===== config.mk =====
export PLATFORM = sky130hd
export DESIGN_NAME = vdup_unit
export DESIGN_NICKNAME = d
export VERILOG_FILES = /design/src/rtl/vdup_pkg.sv /design/src/rtl/vdup_decode.sv /design/src/rtl/vdup_replicate.sv /design/src/rtl/vdup_merge.sv /design/src/rtl/vdup_unit.sv
export SDC_FILE = /design/constraint.sdc
export NUM_CORES = 1
export LEC_CHECK = 0
export ABC_AREA = 1
export BUFFER_PORTS_ARGS = -buffer_cell sky130_fd_sc_hd__buf_2
export CAP_MARGIN = 20
export CELL_PAD_IN_SITES_DETAIL_PLACEMENT = 1
export CELL_PAD_IN_SITES_GLOBAL_PLACEMENT = 2
export CORE_MARGIN = 5
export CORE_UTILIZATION = 26
export CTS_CLUSTER_SIZE = 10
export DETAILED_ROUTE_END_ITERATION = 16
export PLACE_DENSITY = 0.91
export SKIP_CTS_REPAIR_TIMING = 1
export SLEW_MARGIN = 25
export SYNTH_ARGS = -nofsm -noshare
export SYNTH_HDL_FRONTEND = slang
export SYNTH_SLANG_ARGS = --single-unit

===== constraint.sdc =====
create_clock -name clk -period 9.4 [get_ports clk]
set_input_delay 0.94 -clock clk [delete_from_list [all_inputs] [get_ports clk]]
set_output_delay 0.94 -clock clk [all_outputs]
set_load 0.02 [all_outputs]

===== src/rtl/vdup_pkg.sv =====
package vdup_pkg;
  typedef enum logic [1:0] {
    LANE_B8  = 2'd0,
    LANE_H16 = 2'd1,
    LANE_W32 = 2'd2,
    LANE_BAD = 2'd3
  } lane_e;

  typedef struct packed {
    lane_e      lane;
    logic [3:0] qidx;
    logic       undef;
  } dec_t;
endpackage


===== src/rtl/vdup_decode.sv =====
module vdup_decode
  import vdup_pkg::*;
(
  input  logic [31:0] ins,
  output dec_t        dec
);
  logic       fixed_ok;
  logic [3:0] src_reg;
  lane_e      lane;

  // fixed opcode fields
  always_comb begin
    fixed_ok = (ins[31:23] == 9'b1_1101_1101) &&
               (ins[21:20] == 2'b10) &&
               (ins[16] == 1'b0) &&
               (ins[11:8] == 4'b1011) &&
               (ins[6] == 1'b0) &&
               (ins[4] == 1'b1) &&
               (ins[3:0] == 4'b0000);
  end

  // size from split bits B (22) and E (5)
  always_comb begin
    unique case ({ins[22], ins[5]})
      2'b10:   lane = LANE_B8;
      2'b01:   lane = LANE_H16;
      2'b00:   lane = LANE_W32;
      default: lane = LANE_BAD;
    endcase
  end

  assign src_reg = ins[15:12];

  always_comb begin
    dec.lane  = lane;
    dec.qidx  = {ins[7], ins[19:17]};
    dec.undef = !fixed_ok || (lane == LANE_BAD) || ins[7] ||
                (src_reg == 4'd13) || (src_reg == 4'd15);
  end
endmodule


===== src/rtl/vdup_replicate.sv =====
module vdup_replicate
  import vdup_pkg::*;
#(
  parameter int VEC_W    = 128,
  parameter int SCALAR_W = 32
) (
  input  logic [SCALAR_W-1:0] scalar,
  input  lane_e               lane,
  output logic [VEC_W-1:0]    rep
);
  localparam int NB = VEC_W / 8;
  localparam int SB = SCALAR_W / 8;

  for (genvar b = 0; b < NB; b++) begin : g_byte
    logic [7:0] b8, h16, w32;
    assign b8  = scalar[7:0];
    assign h16 = scalar[8*(b % 2) +: 8];
    assign w32 = scalar[8*(b % SB) +: 8];
    always_comb begin
      unique case (lane)
        LANE_B8:  rep[8*b +: 8] = b8;
        LANE_H16: rep[8*b +: 8] = h16;
        default:  rep[8*b +: 8] = w32;
      endcase
    end
  end
endmodule


===== src/rtl/vdup_merge.sv =====
module vdup_merge #(
  parameter int VEC_W = 128
) (
  input  logic [VEC_W-1:0]   old_vec,
  input  logic [VEC_W-1:0]   rep,
  input  logic [VEC_W/8-1:0] pmask,
  input  logic               kill,
  output logic [VEC_W-1:0]   merged
);
  localparam int NB = VEC_W / 8;

  for (genvar b = 0; b < NB; b++) begin : g_byte
    logic we;
    assign we = pmask[b] && !kill;
    assign merged[8*b +: 8] = we ? rep[8*b +: 8] : old_vec[8*b +: 8];
  end
endmodule


===== src/rtl/vdup_unit.sv =====
module vdup_unit
  import vdup_pkg::*;
#(
  parameter int VEC_W    = 128,
  parameter int SCALAR_W = 32
) (
  input  logic                 clk,
  input  logic                 rst_n,
  input  logic                 in_valid,
  output logic                 in_ready,
  input  logic [31:0]          in_ins,
  input  logic [SCALAR_W-1:0]  in_scalar,
  input  logic [VEC_W-1:0]     in_old,
  input  logic [VEC_W/8-1:0]   in_pmask,
  output logic                 res_valid,
  input  logic                 res_ready,
  output logic [VEC_W-1:0]     res_vec,
  output logic [3:0]           res_qidx,
  output logic                 res_wen,
  output logic                 res_undef
);
  dec_t             dec;
  logic [VEC_W-1:0] rep;
  logic [VEC_W-1:0] merged;
  logic             take;

  vdup_decode u_dec (.ins(in_ins), .dec(dec));

  vdup_replicate #(.VEC_W(VEC_W), .SCALAR_W(SCALAR_W)) u_rep (
    .scalar(in_scalar), .lane(dec.lane), .rep(rep));

  vdup_merge #(.VEC_W(VEC_W)) u_mrg (
    .old_vec(in_old), .rep(rep), .pmask(in_pmask),
    .kill(dec.undef), .merged(merged));

  assign in_ready = !res_valid || res_ready;
  assign take     = in_valid && in_ready;

  always_ff @(posedge clk) begin
    if (!rst_n) begin
      res_valid <= 1'b0;
    end else if (take) begin
      res_valid <= 1'b1;
    end else if (res_ready) begin
      res_valid <= 1'b0;
    end
  end

  always_ff @(posedge clk) begin
    if (take) begin
      res_vec   <= merged;
      res_qidx  <= dec.qidx;
      res_wen   <= !dec.undef;
      res_undef <= dec.undef;
    end
  end
endmodule


Yosys cells after proc, flatten, opt, wreduce, memory -nomap -nowiden --
Index checks and enable logic that the tools add are counted.
Word-level totals: register bits after elaboration 135, output and inout port bits 136, word-level logic and storage cells 74, bits of input ports 212
Operators by class: bitwise logic cells 2, multiplexer cells 22, equality and inequality tests 9, reduce and logical (&&, ||, !) cells 36
Operators with widths (count):
- two-way mux 8 bit | 18
- logical AND 1 bit | 23
- one-hot mux 8 bit (2 select lines) | 1
- equality test 4 bit, second input constant | 3
- equality test 9 bit, second input constant | 1
- equality test 2 bit, second input constant | 3
- one-hot mux 2 bit (3 select lines) | 1
- logical OR 1 bit | 5
- equality test 2 x 1 -> 1 bit, second input constant | 2
- zero test 2 bit | 2
- zero test 4 bit | 1
- zero test 1 bit | 3
- two-way mux 1 bit | 2
- NOT 1 bit | 2
- nonzero test 2 bit | 1
- OR reduction 2 bit | 1

Longest topological paths before layout --
depth after elaboration 15, mapped depth 10, gate-level depth less buffers 9

Cells and area by module --
A second synthesis with hierarchy kept.
Unflattened totals: cell total of the unflattened synthesis 802, area, all modules 7310.8 um2
Modules (own cells, without submodules):
- vdup_unit | cells each 142, area an instance 4078.9 um2, sequential area each 4043.9 um2, instances 1
- vdup_merge | cells each 432, area an instance 1870.5 um2, sequential area each 0.0 um2, instances 1
- vdup_replicate | cells each 183, area an instance 1154.9 um2, sequential area each 0.0 um2, instances 1
- vdup_decode | cells each 45, area an instance 206.4 um2, sequential area each 0.0 um2, instances 1

Worst setup path before layout --
Ideal clock, no wire load.
path kind input to register, start point in in_valid, end point reg res_qidx[0] (enable), setup time 0.672 ns, path buffers 0, cell stages on the path 2, arrival time 7.427 ns, required time 8.728 ns, path slack 1.301 ns, cell sequence inv_1 a21oi_1
Between the ends: longest elaborated chain between the ends 1
Ends and longest elaborated chain:
- start, declared | line vdup_unit.sv:9 | input logic in_valid,
- logical AND 1 bit | line vdup_unit.sv:37 | assign take = in_valid && in_ready;
- named net take | line vdup_unit.sv:25 | logic take;
- end signal, assigned | line vdup_unit.sv:52 | res_qidx <= dec.qidx;
- end, declared | line vdup_unit.sv:18 | output logic [3:0] res_qidx,
The timed path passes the listed nets, and every way through them passes these cells. A chain may end at the register's enable or synchronous reset.

Worst setup path in the final report --
start point in in_ins[5], end point reg res_vec[91], data pin
Between the ends: longest elaborated chain between the ends 10, elaborated cells between the ends (all ways) 15, classes of those cells eq/ne: 4; mux: 3; reduce/logical: 8
Ends and longest elaborated chain:
- start, declared | line vdup_unit.sv:11 | input logic [31:0] in_ins,
- equality test 2 x 1 -> 1 bit (tied with other cells) | line vdup_decode.sv:24 | unique case ({ins[22], ins[5]})
- one-hot mux 2 bit (3 select lines) * | line vdup_decode.sv:24
- equality test 2 bit | line vdup_decode.sv:37 | dec.undef = !fixed_ok || (lane == LANE_BAD) || ins[7] ||
- logical OR 1 bit (3 in series) | line vdup_decode.sv:37
- logical OR 1 bit | line vdup_decode.sv:38 | (src_reg == 4'd13) || (src_reg == 4'd15);
- zero test 1 bit | line vdup_merge.sv:14 | assign we = pmask[b] && !kill;
- logical AND 1 bit | line vdup_merge.sv:14
- two-way mux 8 bit * | line vdup_merge.sv:15 | assign merged[8*b +: 8] = we ? rep[8*b +: 8] : old_vec[8*b +: 8];
- named net merged[91] | line vdup_unit.sv:24 | logic [VEC_W-1:0] merged;
- end signal, assigned | line vdup_unit.sv:51 | res_vec <= merged;
- end, declared | line vdup_unit.sv:17 | output logic [VEC_W-1:0] res_vec,
Mark *: on every way through the listed nets, which the timed path passes. The rest lies on a longest branch.

==> reports/qor.csv <==
stage,metric,value,unit
die,die area,0.0305,sq mm
synth,Syn Inst Count,711,
route,Final ANT Viol Nets,0,
pwr,sw frac,26.0,%
synth,Netlist Area Pre-Place,0.00706,sq mm
cells_and_area,share of cells above drive strength 1,38.6,%
synth,ys async rst share,0,%
sta,Post-Route Setup TNS,0,ns
synth,register bit total from synthesis,135,
route,metal3 WL,2.20,mm
clock_network,htree depth,4,
sta,final setup fails,0,
die,Starting Density,26.3,%
setup_path,CP startpoint kind,input port,
place,Post-Place Worst Slack,5.20,ns
setup_path,CP arrival,3.99,ns
die,# IOs,348,
pwr,Int Pwr,1260,uW
place,Port Buffers,346,
worst_hold_path,Worst Hold Class,reg -> reg,
place,Detailed Place HPWL,21.1,mm
pwr,switching pwr,442,uW
place,routability cong.,0.805,
global_route,largest net degree at the start of global routing,89,
synth,top_reg_cell synth,edfxtp_1,
route,metal2 WL,14.1,mm
setup_path,Setup crit start,in_ins[5],
route,Via density,4.82,
setup_path,Setup crit end kind,register,
cells_and_area,Final #Nets,1245,
synth,count of cell types in the netlist,26,
global_route,antenna violations before repair,8,
synth,YS warnings,0,
route,DR top layer,met5,
sta,Hold WS,0.562,ns
route,DRC violations left,0,
sta,unrepaired setup endpoints after global routing,false,
sta,minimum clock period,3.83,ns
setup_path,reg2reg path depth,3,
pwr,share of total power in combinational logic,13.6,%
pwr,leakage,0.00445,uW
synth,post-synthesis sequential area ratio,57.3,%
global_route,first-pass GRT wire length,42.1,mm
pwr,sequential group share of total power,42.0,%
sta,Fin. Hold Viols,0,
synth,syn_area_per_cell,9.92,sq um
setup_path,R2R Path End,res_vec[109],
sta,Final Max Slew Viols,0,
die,Std-Cell Rows,60,
setup_path,required time of the critical path,9.56,ns
sta,clock skew,0.00939,ns
sta,slew of the pin with the lowest slew margin,1.02,ns
global_route,vias in the first global route,6999,
global_route,Tot GR Track Use,17.9,%
global_route,Congestion Overflow GR,0,
worst_hold_path,Hold Startpoint,res_valid,
sta,crit share post-route,40.7,%
clock_network,clk sinks,135,
setup_path,register-to-register setup slack,6.91,ns
clock_network,clock buffer depth,2,
clock_network,clk_lat worst skew,0.41,ns
synth,"Net Count, Synth",926,
cells_and_area,P&R area growth vs syn,34.2,%
sta,worst rel slew slack,31.8,%
clock_network,CTS tree,done,
die,Die X,175,um
setup_path,Crit Path Max Fanout,74,
pwr,overall power,1700,uW
route,WL final,28.5,mm
setup_path,WS Path Type,in -> reg,
clock_network,CTS root buffer,clkbuf_16,
setup_path,worst setup path end,res_vec[91],
pwr,Cell Pwr Density,179,mW/mm^2
die,Core Region,0.0268,sq mm
setup_path,RR Startpoint,res_valid,
clock_network,"CTS clk-pin slew, worst paths",0.06,ns
pwr,Clock Power Share,44.4,%
sta,Max Clk Rate,261,MHz
route,DRT iter0 DRCs,448,
route,M1 WL,11.7,mm
flow_run,Max-cap violations,0,
die,Die Y,175,um
sta,final setup margin,5.57,ns
route,drt wl/cell,20.5,um
clock_network,TritonCTS Buffers,17,
route,vias,6700,
pwr,peak supply drop,91.9,uV
status,status,completed,
route,drt pass-1 iters,5,
synth,number of synthesized flops with an enable pin,134,
[how the worst min path moves through the flow]
stage	to	slack [ns]	cells past startpoint
4_1_cts	res_valid	0.57	2
3_3_place_gp	res_valid	0.53	2
2_1_floorplan	res_valid	0.73	2
3_5_place_dp	res_valid	0.56	2
5_1_grt	res_valid	0.61	2
6_report	res_valid	0.56	2
[layout by cell type (no fill, tap or decap), types with 3 or more instances in the layout]
master     Yosys  final
buf_2         11    346
nand2_1      307    307
a21oi_1       17     16
nor2_2         3      3
nand4_1      128    128
nand3_1        7      7
buf_4          3      6
diode_2        0      5
inv_1         21     21
ha_1           3      3
o21ai_0        8      7
nand3_4        9      9
bufinv_16      0      5
nor2_1        11     11
edfxtp_1     134    134
clkinv_4       0      3
clkbuf_16      0     17
[registers in the layout (all words and copies together), names as in the netlist]
register,flops
res_vec,128
res_qidx,4
res_wen,1
res_valid,1
res_undef,1
[synth_stat cells (2+ instances only)]
| library cell | count | area share, % |
|---|---|---|
| clkbuf_1 | 10 | 0.53 |
| nand3_1 | 7 | 0.50 |
| buf_12 | 3 | 0.85 |
| buf_6 | 23 | 3.7 |
| buf_4 | 3 | 0.32 |
| nor2_8 | 2 | 0.57 |
| inv_1 | 21 | 1.1 |
| nor2_2 | 3 | 0.27 |
| nand2_2 | 2 | 0.18 |
| edfxtp_1 | 134 | 57 |
| nor2_1 | 11 | 0.59 |
| a21oi_1 | 17 | 1.2 |
| buf_8 | 2 | 0.43 |
| nand2_1 | 307 | 16 |
| o21ai_0 | 8 | 0.57 |
| nand4_1 | 128 | 11 |
| nand3_4 | 9 | 2.2 |
| buf_2 | 11 | 0.78 |
| ha_1 | 3 | 0.53 |
[power groups by stage]
stage	Clock (uW)	Combinational, uW	Sequential [uW]
finish	754	231	713
floorplan	0	69.1	779
detailed placement	0	235	726
CTS	773	236	713
global route	798	253	716
global placement	0	230	725
[per-stage QoR]
stage	std cells	cell area, sq um	utilization [%]
2_1_floorplan	711	7060	-
3_3_place_gp	1352	8810	32.9
3_5_place_dp	1352	8810	32.9
4_1_cts	1384	9450	35.3
5_1_grt	1388	9460	35.3
6_report	1389	9470	35.3
[worst max-delay path: stages]
cell     delay [ns]
buf_2          0.12
ha_1           0.19
inv_1          0.05
nand2_1        0.04
nor2_1         0.10
nand2_2        0.10
nor2_8         0.08
buf_4          0.68
buf_4          0.80
nand3_1        0.51
nand2_1        0.19
nand2_1        0.07
[layout make-up]
type | instances | area, sq um
antenna | 5 | 12.5
clock buffer | 20 | 447
clock inverter | 12 | 201
fill | 3166 | 17300
inverter | 22 | 82.6
multi-input combinational | 502 | 2480
sequential | 135 | 4040
tap | 341 | 427
timing repair buffer | 352 | 1780
[kinds of logic after synthesis]
family / synth area share, %
and+or+nand+nor: 32.5
DFF: 57.3
buffers and inverters: 7.75
AOI/OAI and AO/OA: 1.88
adders and majority gates: 0.532
[layer usage]
metal | vias up | global-route usage, %
li1 | 3168 | -
met5 | - | 0
met4 | 8 | 4.58
met2 | 278 | 30.6
met3 | 35 | 6.34
met1 | 3211 | 21.6
Power figures use the tool's default switching activity.
